<file path="src/rtl/rmw_pkg.sv">
package rmw_pkg;
  localparam int OPW = 3;

  typedef enum logic [OPW-1:0] {
    OP_LOAD  = 3'd0,
    OP_STORE = 3'd1,
    OP_SWAP  = 3'd2,
    OP_TAS   = 3'd3,
    OP_FADD  = 3'd4,
    OP_CAS   = 3'd5
  } rmw_op_e;

  typedef enum logic [1:0] {
    ST_IDLE  = 2'd0,
    ST_READ  = 2'd1,
    ST_WRITE = 2'd2
  } rmw_state_e;
endpackage

</file>
<file path="src/rtl/rmw_rr_arb.sv">
module rmw_rr_arb #(
  parameter int N  = 2,
  parameter int IW = (N > 1) ? $clog2(N) : 1
) (
  input  logic          clk,
  input  logic          rst_n,
  input  logic [N-1:0]  req,
  input  logic          take,
  output logic [IW-1:0] gidx,
  output logic          gany
);
  logic [IW-1:0] last_q, last_d;

  // first requester after the last granted one, wrapping around
  always_comb begin
    gany = 1'b0;
    gidx = '0;
    for (int off = 1; off <= N; off++) begin
      if (!gany && req[(int'(last_q) + off) % N]) begin
        gany = 1'b1;
        gidx = IW'((int'(last_q) + off) % N);
      end
    end
  end

  always_comb begin
    last_d = last_q;
    if (take && gany) last_d = gidx;
  end

  always_ff @(posedge clk or negedge rst_n) begin
    if (!rst_n) last_q <= IW'(N - 1);
    else        last_q <= last_d;
  end
endmodule

</file>
<file path="src/rtl/rmw_store.sv">
module rmw_store #(
  parameter int AW = 4,
  parameter int DW = 16,
  localparam int DEPTH = 1 << AW
) (
  input  logic          clk,
  input  logic          rst_n,
  input  logic [AW-1:0] raddr,
  output logic [DW-1:0] rdata,
  input  logic          we,
  input  logic [AW-1:0] waddr,
  input  logic [DW-1:0] wdata
);
  logic [DW-1:0] words [DEPTH];

  for (genvar w = 0; w < DEPTH; w++) begin : g_word
    logic [DW-1:0] cell_q;
    always_ff @(posedge clk or negedge rst_n) begin
      if (!rst_n)                           cell_q <= '0;
      else if (we && (waddr == AW'(w)))     cell_q <= wdata;
    end
    assign words[w] = cell_q;
  end

  assign rdata = words[raddr];
endmodule

</file>
<file path="src/rtl/rmw_alu.sv">
module rmw_alu
  import rmw_pkg::*;
#(
  parameter int DW = 16
) (
  input  logic [OPW-1:0] op,
  input  logic [DW-1:0]  old,
  input  logic [DW-1:0]  opa,
  input  logic [DW-1:0]  opb,
  output logic [DW-1:0]  wdata,
  output logic           we,
  output logic           flag
);
  always_comb begin
    wdata = old;
    we    = 1'b0;
    flag  = 1'b0;
    case (op)
      OP_STORE, OP_SWAP: begin
        wdata = opa;
        we    = 1'b1;
      end
      OP_TAS: begin
        wdata = DW'(1);
        we    = 1'b1;
        flag  = (old != '0);
      end
      OP_FADD: begin
        wdata = old + opa;
        we    = 1'b1;
      end
      OP_CAS: begin
        wdata = opb;
        we    = (old == opa);
        flag  = (old == opa);
      end
      default: ; // load and unused codes: read only
    endcase
  end
endmodule

</file>
<file path="src/rtl/rmw_unit.sv">
module rmw_unit
  import rmw_pkg::*;
#(
  parameter int NREQ = 2,
  parameter int AW   = 4,
  parameter int DW   = 16,
  localparam int IW  = (NREQ > 1) ? $clog2(NREQ) : 1
) (
  input  logic                 clk,
  input  logic                 rst_n,
  input  logic [NREQ-1:0]      req_valid,
  output logic [NREQ-1:0]      req_ready,
  input  logic [NREQ*OPW-1:0]  req_op,
  input  logic [NREQ*AW-1:0]   req_addr,
  input  logic [NREQ*DW-1:0]   req_opa,
  input  logic [NREQ*DW-1:0]   req_opb,
  output logic [NREQ-1:0]      rsp_valid,
  output logic [DW-1:0]        rsp_data,
  output logic                 rsp_flag
);
  rmw_state_e state_q, state_d;
  logic [IW-1:0]  gidx, own_q;
  logic           gany, accept;
  logic [OPW-1:0] op_q;
  logic [AW-1:0]  addr_q;
  logic [DW-1:0]  opa_q, opb_q, old_q, rdata;
  logic [DW-1:0]  alu_wdata;
  logic           alu_we, alu_flag;
  logic [NREQ-1:0] rsp_valid_q, rsp_valid_d;
  logic [DW-1:0]  rsp_data_q;
  logic           rsp_flag_q;

  // grant held for the whole sequence: arbiter consulted only when idle
  rmw_rr_arb #(.N(NREQ), .IW(IW)) u_arb (
    .clk(clk), .rst_n(rst_n), .req(req_valid), .take(accept),
    .gidx(gidx), .gany(gany)
  );

  rmw_store #(.AW(AW), .DW(DW)) u_mem (
    .clk(clk), .rst_n(rst_n), .raddr(addr_q), .rdata(rdata),
    .we(alu_we && (state_q == ST_WRITE)), .waddr(addr_q), .wdata(alu_wdata)
  );

  rmw_alu #(.DW(DW)) u_alu (
    .op(op_q), .old(old_q), .opa(opa_q), .opb(opb_q),
    .wdata(alu_wdata), .we(alu_we), .flag(alu_flag)
  );

  assign accept    = (state_q == ST_IDLE) && gany;
  assign req_ready = accept ? (NREQ'(1) << gidx) : '0;

  always_comb begin
    state_d = state_q;
    case (state_q)
      ST_IDLE:  if (gany) state_d = ST_READ;
      ST_READ:  state_d = ST_WRITE;
      ST_WRITE: state_d = ST_IDLE;
      default:  state_d = ST_IDLE;
    endcase
  end

  always_comb begin
    rsp_valid_d = '0;
    if (state_q == ST_WRITE) rsp_valid_d = NREQ'(1) << own_q;
  end

  always_ff @(posedge clk or negedge rst_n) begin
    if (!rst_n) begin
      state_q     <= ST_IDLE;
      rsp_valid_q <= '0;
    end else begin
      state_q     <= state_d;
      rsp_valid_q <= rsp_valid_d;
    end
  end

  // request capture, enabled on acceptance
  always_ff @(posedge clk or negedge rst_n) begin
    if (!rst_n) begin
      own_q  <= '0;
      op_q   <= '0;
      addr_q <= '0;
      opa_q  <= '0;
      opb_q  <= '0;
    end else if (accept) begin
      own_q  <= gidx;
      op_q   <= req_op[gidx*OPW +: OPW];
      addr_q <= req_addr[gidx*AW +: AW];
      opa_q  <= req_opa[gidx*DW +: DW];
      opb_q  <= req_opb[gidx*DW +: DW];
    end
  end

  always_ff @(posedge clk or negedge rst_n) begin
    if (!rst_n)                   old_q <= '0;
    else if (state_q == ST_READ)  old_q <= rdata;
  end

  always_ff @(posedge clk or negedge rst_n) begin
    if (!rst_n) begin
      rsp_data_q <= '0;
      rsp_flag_q <= 1'b0;
    end else if (state_q == ST_WRITE) begin
      rsp_data_q <= old_q;
      rsp_flag_q <= alu_flag;
    end
  end

  assign rsp_valid = rsp_valid_q;
  assign rsp_data  = rsp_data_q;
  assign rsp_flag  = rsp_flag_q;
endmodule

</file>
<file path="config.mk">
export PLATFORM = sky130hd
export DESIGN_NAME = rmw_unit
export DESIGN_NICKNAME = d
export VERILOG_FILES = /design/src/rtl/rmw_pkg.sv /design/src/rtl/rmw_rr_arb.sv /design/src/rtl/rmw_store.sv /design/src/rtl/rmw_alu.sv /design/src/rtl/rmw_unit.sv
export SDC_FILE = /design/constraint.sdc
export NUM_CORES = 1
export LEC_CHECK = 0
export CORE_ASPECT_RATIO = 0.7
export CORE_MARGIN = 4
export CORE_UTILIZATION = 45
export DETAILED_ROUTE_END_ITERATION = 6
export MAX_ROUTING_LAYER = met4
export PLACE_DENSITY = 0.7
export SYNTH_ARGS = -nofsm -noshare
export SYNTH_HDL_FRONTEND = slang
export SYNTH_SLANG_ARGS = --single-unit
export TNS_END_PERCENT = 1
</file>
<file path="constraint.sdc">
create_clock -name clk -period 5.81 [get_ports clk]
set_input_delay 0.8715 -clock clk [delete_from_list [all_inputs] [get_ports clk]]
set_output_delay 0.8715 -clock clk [all_outputs]
set_load 0.01 [all_outputs]
</file>
After elaboration in Yosys (flattened, before gate mapping). Cells that the tools add are included.

Bits in registers: 334. Input bits: 82. Output and inout port bits: 21. Word-level logic and storage cells: 113.

Add/sub/neg operators: 3. Multiply operators: 1. $lt $le $gt $ge: 3. Equal/unequal tests: 24. Shift operators: 6. Multiplexer cells: 20. Bitwise gates (word level): 3. Reduce and logical (&&, ||, !) cells: 26.

Operators with widths (number): $bmux 16 s4 (1); $pmux 16 s4 (1); $shiftx 32x6->16 (2); $eq 4x4->1 const B (8); $mux 16 (2); $logic_and 1x1->1 (20); $add 16x16->16 (1); $eq 16x16->1 (1); $eq 4x3->1 const B (4); $reduce_bool 16->1 (1); $mux 1 (10); $eq 4x2->1 const B (2); $shiftx 8x4->4 (1); $eq 3x2->1 const B (2); $eq 3x3->1 const B (2); $lt 2x3->1 const B (2); $mux 2 (3); $shiftx 6x4->3 (1); $ge 5x5->1 const B (1); $not 4->5 (1); $eq 4x1->1 const B (1); $logic_not 4->1 (1); $pmux 1 s2 (2); $pmux 2 s2 (1); other kinds (12) (15).

Logic depth before layout (Yosys ltp). Gate-level depths: netlist of run 1.

Depth after elaboration: 11. Mapped depth: 10. Depth with buffers taken out: 8.

Modules after synthesis. A second synthesis of run 1 with hierarchy kept.

Cell total of the unflattened synthesis: 1171. Area total of the unflattened synthesis: 16455.8 um2.

By module, submodules not included: rmw_store (times used 1, cells each 711, area an instance 11452.2 um2, sequential area each 6406.1 um2); rmw_unit (times used 1, cells each 214, area an instance 3353.2 um2, sequential area each 1926.8 um2); rmw_alu (times used 1, cells each 241, area an instance 1599.0 um2, sequential area each 0.0 um2); rmw_rr_arb (times used 1, cells each 5, area an instance 51.3 um2, sequential area each 26.3 um2).

Least setup slack after synthesis of run 1. OpenSTA, ideal clock, no wires.

Path kind: flip-flop to flip-flop. Start: reg old_q[0]. End: reg u_mem.g_word[10].cell_q[12]. Setup time: 125 ps. Arrival time: 2657 ps. Required time: 5685 ps. Path slack: 3029 ps. Stages on the path, launching flop included: 10. Path buffers: 1. Period minus slack after synthesis: 2781 ps. Cell sequence: dfrtp_1 ha_1 fa_1 a21o_1 a311o_1 a31oi_4 nor4b_1 a311o_1 buf_6 mux2_2.

Word-level cells in the longest chain between the ends: 4. Elaborated cells between the ends (all ways): 6. Those cells by class: add/sub: 1; eq/ne: 1; mux: 2; reduce/logical: 2.

Ends and longest elaborated chain: start: declaration (line rmw_unit.sv:26) `logic [DW-1:0] opa_q, opb_q, old_q, rdata;`; start signal: assignment (line rmw_unit.sv:96) `else if (state_q == ST_READ) old_q <= rdata;`; parallel branches: the longest is 4 deep, another holds $add 16x16->16; end signal: assignment (line rmw_store.sv:20) `else if (we && (waddr == AW'(w))) cell_q <= wdata;`; end: declaration (line rmw_store.sv:17) `logic [DW-1:0] cell_q;`.

Several ways; the timed one is not identified. A chain may end at the register's enable or synchronous reset.

Worst setup path after layout of run 1.
Start: reg state_q[1]. End: out req_ready[0].

Word-level cells in the longest chain between the ends: 3.

Ends and longest elaborated chain: start: declaration (line rmw_unit.sv:21) `rmw_state_e state_q, state_d;`; start signal: assignment (line rmw_unit.sv:72) `state_q <= state_d;`; $logic_not 2->1 (line rmw_unit.sv:49) `assign accept = (state_q == ST_IDLE) && gany;`; $logic_and 1x1->1 (line rmw_unit.sv:49); $mux 2 (line rmw_unit.sv:50) `assign req_ready = accept ? (NREQ'(1) << gidx) : '0;`; end: declaration (line rmw_unit.sv:12) `output logic [NREQ-1:0] req_ready,`.

Every way passes these cells.

==> flow_metrics.env, run 1 <==
export IMPL_status="finished, violations left"
export IMPL_violations="DRC"
export IMPL_post_synth_num_cell_types=65
export IMPL_yosysWarnings=0
export IMPL_rsz0062_at_grt="no"
export IMPL_total_power_w=0.0100
export IMPL_clkLatencyLatePin_ns=0.57
export IMPL_reg2reg_capture_point="u_mem.g_word[9].cell_q[13]"
export IMPL_global_route_usage_total=0.226
export IMPL_yosysSeqAreaShare=0.525
export IMPL_coreArea_um2=34800
export IMPL_clockRootBuffer="sky130_fd_sc_hd__clkbuf_16"
export IMPL_cp_max_fo=43
export IMPL_max_slew_margin=0.176
export IMPL_cp_slowest_stage_delay_ns=0.95
export IMPL_routedWlPerCell_um=22.4
export IMPL_die_footprint_um2=38500
export IMPL_postSynthNetCount=1438
export IMPL_antenna_cells_inserted=0
export IMPL_power_density_nw_per_um2=548
export IMPL_drc=11
export IMPL_timing_critical_path_to_type="output pin"
export IMPL_worstHoldPathType="primary input to asynchronous set/reset pin"
export IMPL_yosys_cell_count_top_type="sky130_fd_sc_hd__dfrtp_1"
export IMPL_cts_repair_resized=0
export IMPL_reg2reg_setup_slack_ns=1.73
export IMPL_grt_pass1_vias=11000
export IMPL_synth_edf_count=0
export IMPL_numCtsBuffers=30
export IMPL_setup_tns_final_ns=0
export IMPL_hold_viol_final=0
export IMPL_overflow=0
export IMPL_critical_path_top_delay_family="compound AO/OA/AOI/OAI gates"
export IMPL_reg2regPathDepth=6
export IMPL_worst_pin_slew_ns=1.20
export IMPL_timing_max_transition_violations_final=0
export IMPL_antenna_violating_nets_post_route=0
export IMPL_floorplan_rows=57
export IMPL_synthTopCellsByCount="sky130_fd_sc_hd__dfrtp_1 (333), sky130_fd_sc_hd__nand2_1 (232), sky130_fd_sc_hd__o21ai_0 (176), sky130_fd_sc_hd__mux2_2 (114), sky130_fd_sc_hd__mux4_2 (83)"
export IMPL_clkSinkCount=334
export IMPL_dpl_hpwl_um=28000
export IMPL_synth_top_flop_cell="sky130_fd_sc_hd__dfrtp_1"
export IMPL_post_cts_repair_setup_buffers=0
export IMPL_start_kind="register"
export IMPL_die_h_um=165
export IMPL_finish_instance_area_um2=18300
export IMPL_cp_cell_sequence="nor2_1 -> o21ai_4 -> a21oi_4 -> clkdlybuf4s50_1"
export IMPL_max_cap_viol_count=0
export IMPL_yosys_area_top_type="sky130_fd_sc_hd__dfrtp_1"
export IMPL_globalplace_congestion=1.02
export IMPL_synth_avg_cell_area_um2=11.9
export IMPL_num_io_pins=103
export IMPL_drt_pass1_iter_count=7
export IMPL_postCtsHoldBufs=0
export IMPL_final_period_utilization=0.747
export IMPL_report_final_setup_viol=0
export IMPL_leakage_nw=8.22
export IMPL_worstPathBufferInverterCount=1
export IMPL_timing_critical_path_required_ns=4.94
export IMPL_placed_cell_area_um2=17300
export IMPL_layout_nets=1485
export IMPL_port_buffer_count=102
export IMPL_timing_fmax_mhz=230
export IMPL_fillCellCount=3011
export IMPL_share_of_post_route_cells_with_drive_strength_above_1=0.211
export IMPL_timing_critical_path_slowest_stage_cell="sky130_fd_sc_hd__a21oi_4"
export IMPL_initialDrtViolationCount=1300
export IMPL_dr_total_vias=11300
export IMPL_vdd_drop_max_v=0.000308
export IMPL_synth_cells=1340
export IMPL_wirelength_um=42100
export IMPL_fp_dieW_um=233
export IMPL_timing_setup_critical_path_class="register to output pin"
export IMPL_post_synth_main_area_contributors="sky130_fd_sc_hd__dfrtp_1 (52%), sky130_fd_sc_hd__mux4_2 (12%), sky130_fd_sc_hd__mux2_2 (8.1%)"
export IMPL_post_synth_top_area_fraction=0.523
export IMPL_worst_setup_hold_path_clk_slew_ns=0.06
export IMPL_htree_num_levels=1
export IMPL_vias_per_cell=5.98
export IMPL_layout_min_cycle_time_ns=4.34
export IMPL_cts_path_max_buffers=3
export IMPL_synth_seq_cells=334
export IMPL_regToRegStartpoint="old_q[10]"
export IMPL_tritoncts="built"
export IMPL_clock_skew_final_ns=0.0118
export IMPL_grt_first_pass_wirelength_um=65600
export IMPL_worst_ep_arrival_time_ns=3.47
export IMPL_async_flop_share=1.00
export IMPL_synth_cell_area_um2=15900
export IMPL_grt_max_degree=135
export IMPL_start_util=0.458
export IMPL_antenna_found_initial=0
export IMPL_area_delta_synth_final_pct=14.6
==> state kept, by name, summed over array words and instances (netlist names) <==
signal / flops
old_q: 16
opb_q: 16
state_q: 2
own_q: 1
rsp_flag: 1
rsp_valid: 2
addr_q: 4
opa_q: 16
u_arb.last_q: 1
u_mem.g_word.cell_q: 256
rsp_data: 16
op_q: 3
==> power breakdown <==
group          switching (W)  internal (W)
sequential          0.000714       0.00316
clock               0.000888       0.00110
combinational        0.00236       0.00178
==> cell usage in the layout, fill, tap and decap left out, drive strengths merged, types with 6 or more instances in the layout <==
| master | instances |
|---|---|
| dfrtp | 333 |
| nand2 | 232 |
| o21ai | 184 |
| mux2 | 114 |
| clkdlybuf4s50 | 101 |
| mux4 | 83 |
| inv | 45 |
| clkbuf | 41 |
| a222oi | 39 |
| a21oi | 33 |
| buf | 23 |
| nor2 | 19 |
| ha | 15 |
| mux2i | 12 |
| nand3 | 11 |
| nand4 | 11 |
| clkinv | 10 |
| a21o | 8 |
| nor4 | 8 |
| a221oi | 8 |
| xnor2 | 6 |
| nor2b | 6 |
| a31oi | 6 |
| and2 | 6 |
==> cells by family after synthesis <==
family                   after synthesis  synth area share
flip-flops                           334             0.525
AO/OA/AOI/OAI                        307             0.120
XOR/XNOR                               9           0.00495
adder cells (fa/ha/maj)               17            0.0137
multiplexers                         209             0.206
AND/OR/NAND/NOR                      311            0.0900
buffers and inverters                153            0.0410
==> cell type report <==
class                           instances  area (µm²)  share of cell area
Clock buffer                           41         872              0.0478
Clock inverter                         14         119             0.00651
Timing Repair Buffer                  124        1200              0.0659
Tap cell                              472         591              0.0323
Inverter                               44         165             0.00905
Sequential cell                       334        8360               0.458
Multi-Input combinational cell        853        6940               0.380
==> how the worst max path moves through the flow <==
stage | startpoint | end | slack (ns) | cells after the start
floorplan | old_q[0] | u_mem.g_word[10].cell_q[12] | 3.03 | 9
global placement | req_valid[1] | req_ready[0] | 1.60 | 4
detailed placement | req_valid[1] | req_ready[0] | 1.51 | 4
CTS | state_q[1] | req_ready[0] | 1.50 | 4
global route | state_q[1] | req_ready[0] | 1.28 | 4
finish | state_q[1] | req_ready[0] | 1.47 | 4
==> worst reg2reg max path, stage by stage, from the launching register on <==
cell	delay (ns)
sky130_fd_sc_hd__dfrtp_1	0.47
sky130_fd_sc_hd__ha_1	0.42
sky130_fd_sc_hd__nor4_1	0.63
sky130_fd_sc_hd__nand4_1	0.29
sky130_fd_sc_hd__o21ai_2	0.82
sky130_fd_sc_hd__nand3_2	0.81
sky130_fd_sc_hd__mux2_2	0.54
==> through the flow <==
step	utilization	hold slack, ns	setup slack [ns]	instances
6_report	0.525	0.426	1.47	1882
3_3_place_gp	0.496	0.457	1.60	1827
5_1_grt	0.525	0.482	1.28	1882
2_1_floorplan	-	0.418	3.03	1340
4_1_cts	0.525	0.464	1.50	1882
3_5_place_dp	0.496	0.463	1.51	1827
==> metal layers <==
metal  track usage  part of all wire
met5             -                 0
met4        0.0619             0.031
met3        0.0460             0.070
met2         0.318              0.44
met1         0.336              0.46
(Power assumes the default switching activity.)
==> run 2, diff against run 1 <==
clock period = 4.5 ns   (was 5.81 ns; I/O delays follow)
==> run 2 against run 1 <==
Sequential power rose by 27%. Wire length rose by 3.2%. Sequential share of layout area fell by 0.52 points. The flow still finishes with violations (DRC). Core utilization rose by 0.60 points. Cell count rose by 0.69%. Global-route usage rose by 0.56 points. Register-to-register slack got worse by 0.84 ns. Die area did not move.
==> flow_metrics.env, run 2 (synthesis results as in run 1) <==
export IMPL_timing_max_transition_violations_final=0
export IMPL_timing_critical_path_required_ns=4.95
export IMPL_hold_ws_ns=0.160
export IMPL_coreArea_um2=34800
export IMPL_vdd_drop_max_v=0.000412
export IMPL_area_delta_synth_final_pct=16.0
export IMPL_sequential_cell_area_um2=8360
export IMPL_tritoncts="built"
export IMPL_max_flop_register="u_mem.g_word.cell_q"
export IMPL_clkSinkCount=334
export IMPL_vias_per_cell=6.03
export IMPL_antenna_cells_inserted=0
export IMPL_fillCellCount=2999
export IMPL_timing_setup_critical_path_class="register to register"
export IMPL_wirelength_um=43400
export IMPL_cp_max_fo=26
export IMPL_final_common_cell="sky130_fd_sc_hd__dfrtp_1"
export IMPL_timing_fmax_mhz=277
export IMPL_floorplan_rows=57
export IMPL_max_cap_viol_count=0
export IMPL_clockRootBuffer="sky130_fd_sc_hd__clkbuf_16"
export IMPL_worst_ep_arrival_time_ns=4.06
export IMPL_layout_common_cells="sky130_fd_sc_hd__dfrtp_1 (331), sky130_fd_sc_hd__nand2_1 (232), sky130_fd_sc_hd__o21ai_0 (176)"
export IMPL_globalplace_congestion=0.967
export IMPL_hold_viol_final=0
export IMPL_htree_num_levels=1
export IMPL_post_cts_repair_setup_buffers=0
export IMPL_layout_min_cycle_time_ns=3.61
export IMPL_dpl_hpwl_um=28600
export IMPL_die_footprint_um2=38500
export IMPL_dr_total_vias=11400
export IMPL_final_period_utilization=0.803
export IMPL_cts_repair_resized=0
export IMPL_max_slew_margin=0.158
export IMPL_numCtsBuffers=30
export IMPL_violations="DRC"
export IMPL_drc=4
export IMPL_antenna_found_initial=0
export IMPL_multi_input_gate_area_um2=6940
export IMPL_timing_critical_path_to_type="register"
export IMPL_global_route_usage_total=0.232
export IMPL_status="finished, violations left"
export IMPL_setup_tns_final_ns=0
export IMPL_num_io_pins=103
export IMPL_overflow=0
export IMPL_rsz0062_at_grt="no"
export IMPL_grt_pass1_vias=11000
export IMPL_grt_max_degree=126
export IMPL_leakage_nw=8.33
export IMPL_die_h_um=165
export IMPL_power_density_nw_per_um2=724
export IMPL_clock_skew_final_ns=0.0339
export IMPL_worst_pin_slew_ns=1.23
export IMPL_antenna_violating_nets_post_route=0
export IMPL_cts_path_max_buffers=3
export IMPL_initialDrtViolationCount=1402
export IMPL_clkLatencyLatePin_ns=0.59
export IMPL_start_util=0.458
export IMPL_start_kind="register"
export IMPL_share_of_post_route_cells_with_drive_strength_above_1=0.218
export IMPL_report_final_setup_viol=0
export IMPL_finish_instance_area_um2=18500
export IMPL_routedWlPerCell_um=22.9
export IMPL_worst_setup_hold_path_clk_slew_ns=0.07
export IMPL_timing_critical_path_slowest_stage_cell="sky130_fd_sc_hd__nand3_2"
export IMPL_port_buffer_count=102
export IMPL_layout_nets=1497
export IMPL_largest_register_ffs=256
export IMPL_cp_cell_sequence="ha_1 -> nor4_1 -> nand4_1 -> o21ai_2 -> buf_4 -> nand3_2 -> mux2_2"
export IMPL_cp_slowest_stage_delay_ns=0.66
export IMPL_placed_cell_area_um2=17400
export IMPL_postCtsHoldBufs=0
export IMPL_grt_first_pass_wirelength_um=66700
export IMPL_drt_pass1_iter_count=7
export IMPL_fp_dieW_um=233
export IMPL_worstHoldPathType="primary input to asynchronous set/reset pin"
## run 2: cell count changes in the layout (fill, tap and decap cells not counted)
cell	delta
sky130_fd_sc_hd__buf_4	+11
sky130_fd_sc_hd__bufinv_16	+5
sky130_fd_sc_hd__clkbuf_8	-3
sky130_fd_sc_hd__clkinv_2	-3
sky130_fd_sc_hd__inv_6	+2
sky130_fd_sc_hd__buf_12	+1
sky130_fd_sc_hd__clkbuf_1	+1
sky130_fd_sc_hd__clkinvlp_4	-1
## run 2: per-stage QoR
| stage | power [W] | cells | setup WS, ns | utilization |
|---|---|---|---|---|
| after floorplan | 0.00866 | 1340 | 1.72 | - |
| after global placement | 0.0102 | 1838 | 1.11 | 0.499 |
| after detailed placement | 0.0104 | 1838 | 1.06 | 0.499 |
| after CTS | 0.0133 | 1894 | 0.990 | 0.530 |
| after global routing | 0.0141 | 1895 | 0.782 | 0.531 |
| final | 0.0134 | 1895 | 0.886 | 0.531 |
## run 2: final timing paths
| check | slack (ns) | end | depth (start not counted) | start |
|---|---|---|---|---|
| max | 0.89 | u_mem.g_word[2].cell_q[4] | 7 | old_q[10] |
| min | 0.16 | u_mem.g_word[0].cell_q[3] | 1 | rst_n |
| max reg2reg | 0.89 | u_mem.g_word[2].cell_q[4] | 7 | old_q[10] |
| min reg2reg | 0.46 | rsp_valid[0] | 1 | own_q |
| max in group asynchronous | 3.30 | u_arb.last_q | 2 | rst_n |
| min in group clk | 0.46 | rsp_valid[0] | 1 | own_q |
## run 2: report_power, final
group	switching [W]	leakage (nW)	internal, W	total (W)
clock network	0.00118	0.539	0.00166	0.00285
logic	0.00324	3.32	0.00237	0.00561
registers	0.000827	4.48	0.00409	0.00491
total	0.00525	8.33	0.00812	0.0134
## run 2: per-layer routing
metal  vias up  share of wire  routed length (µm)  track usage
li1       5026              -                   -            -
met5         -              0                   0            -
met4         0          0.014                 613       0.0280
met3        54          0.083                3600       0.0542
met2       411           0.44               19200        0.331
met1      5928           0.46               20000        0.351
## run 2: worst max-delay path, delay by kind of cell (launching register included)
family / cells / cell delay [ns]
compound gates: 1 / 0.19
fa+ha+maj: 1 / 0.41
buf+inv: 1 / 0.27
flops: 1 / 0.46
mux: 1 / 0.54
simple gates: 3 / 1.60
## run 2: layout make-up
type                            count  area share
Multi-Input combinational cell    853       0.376
Timing Repair Buffer              136      0.0707
Clock buffer                       39      0.0452
Sequential cell                   334       0.453
Clock inverter                     17      0.0143
Tap cell                          472      0.0320
Inverter                           44     0.00894
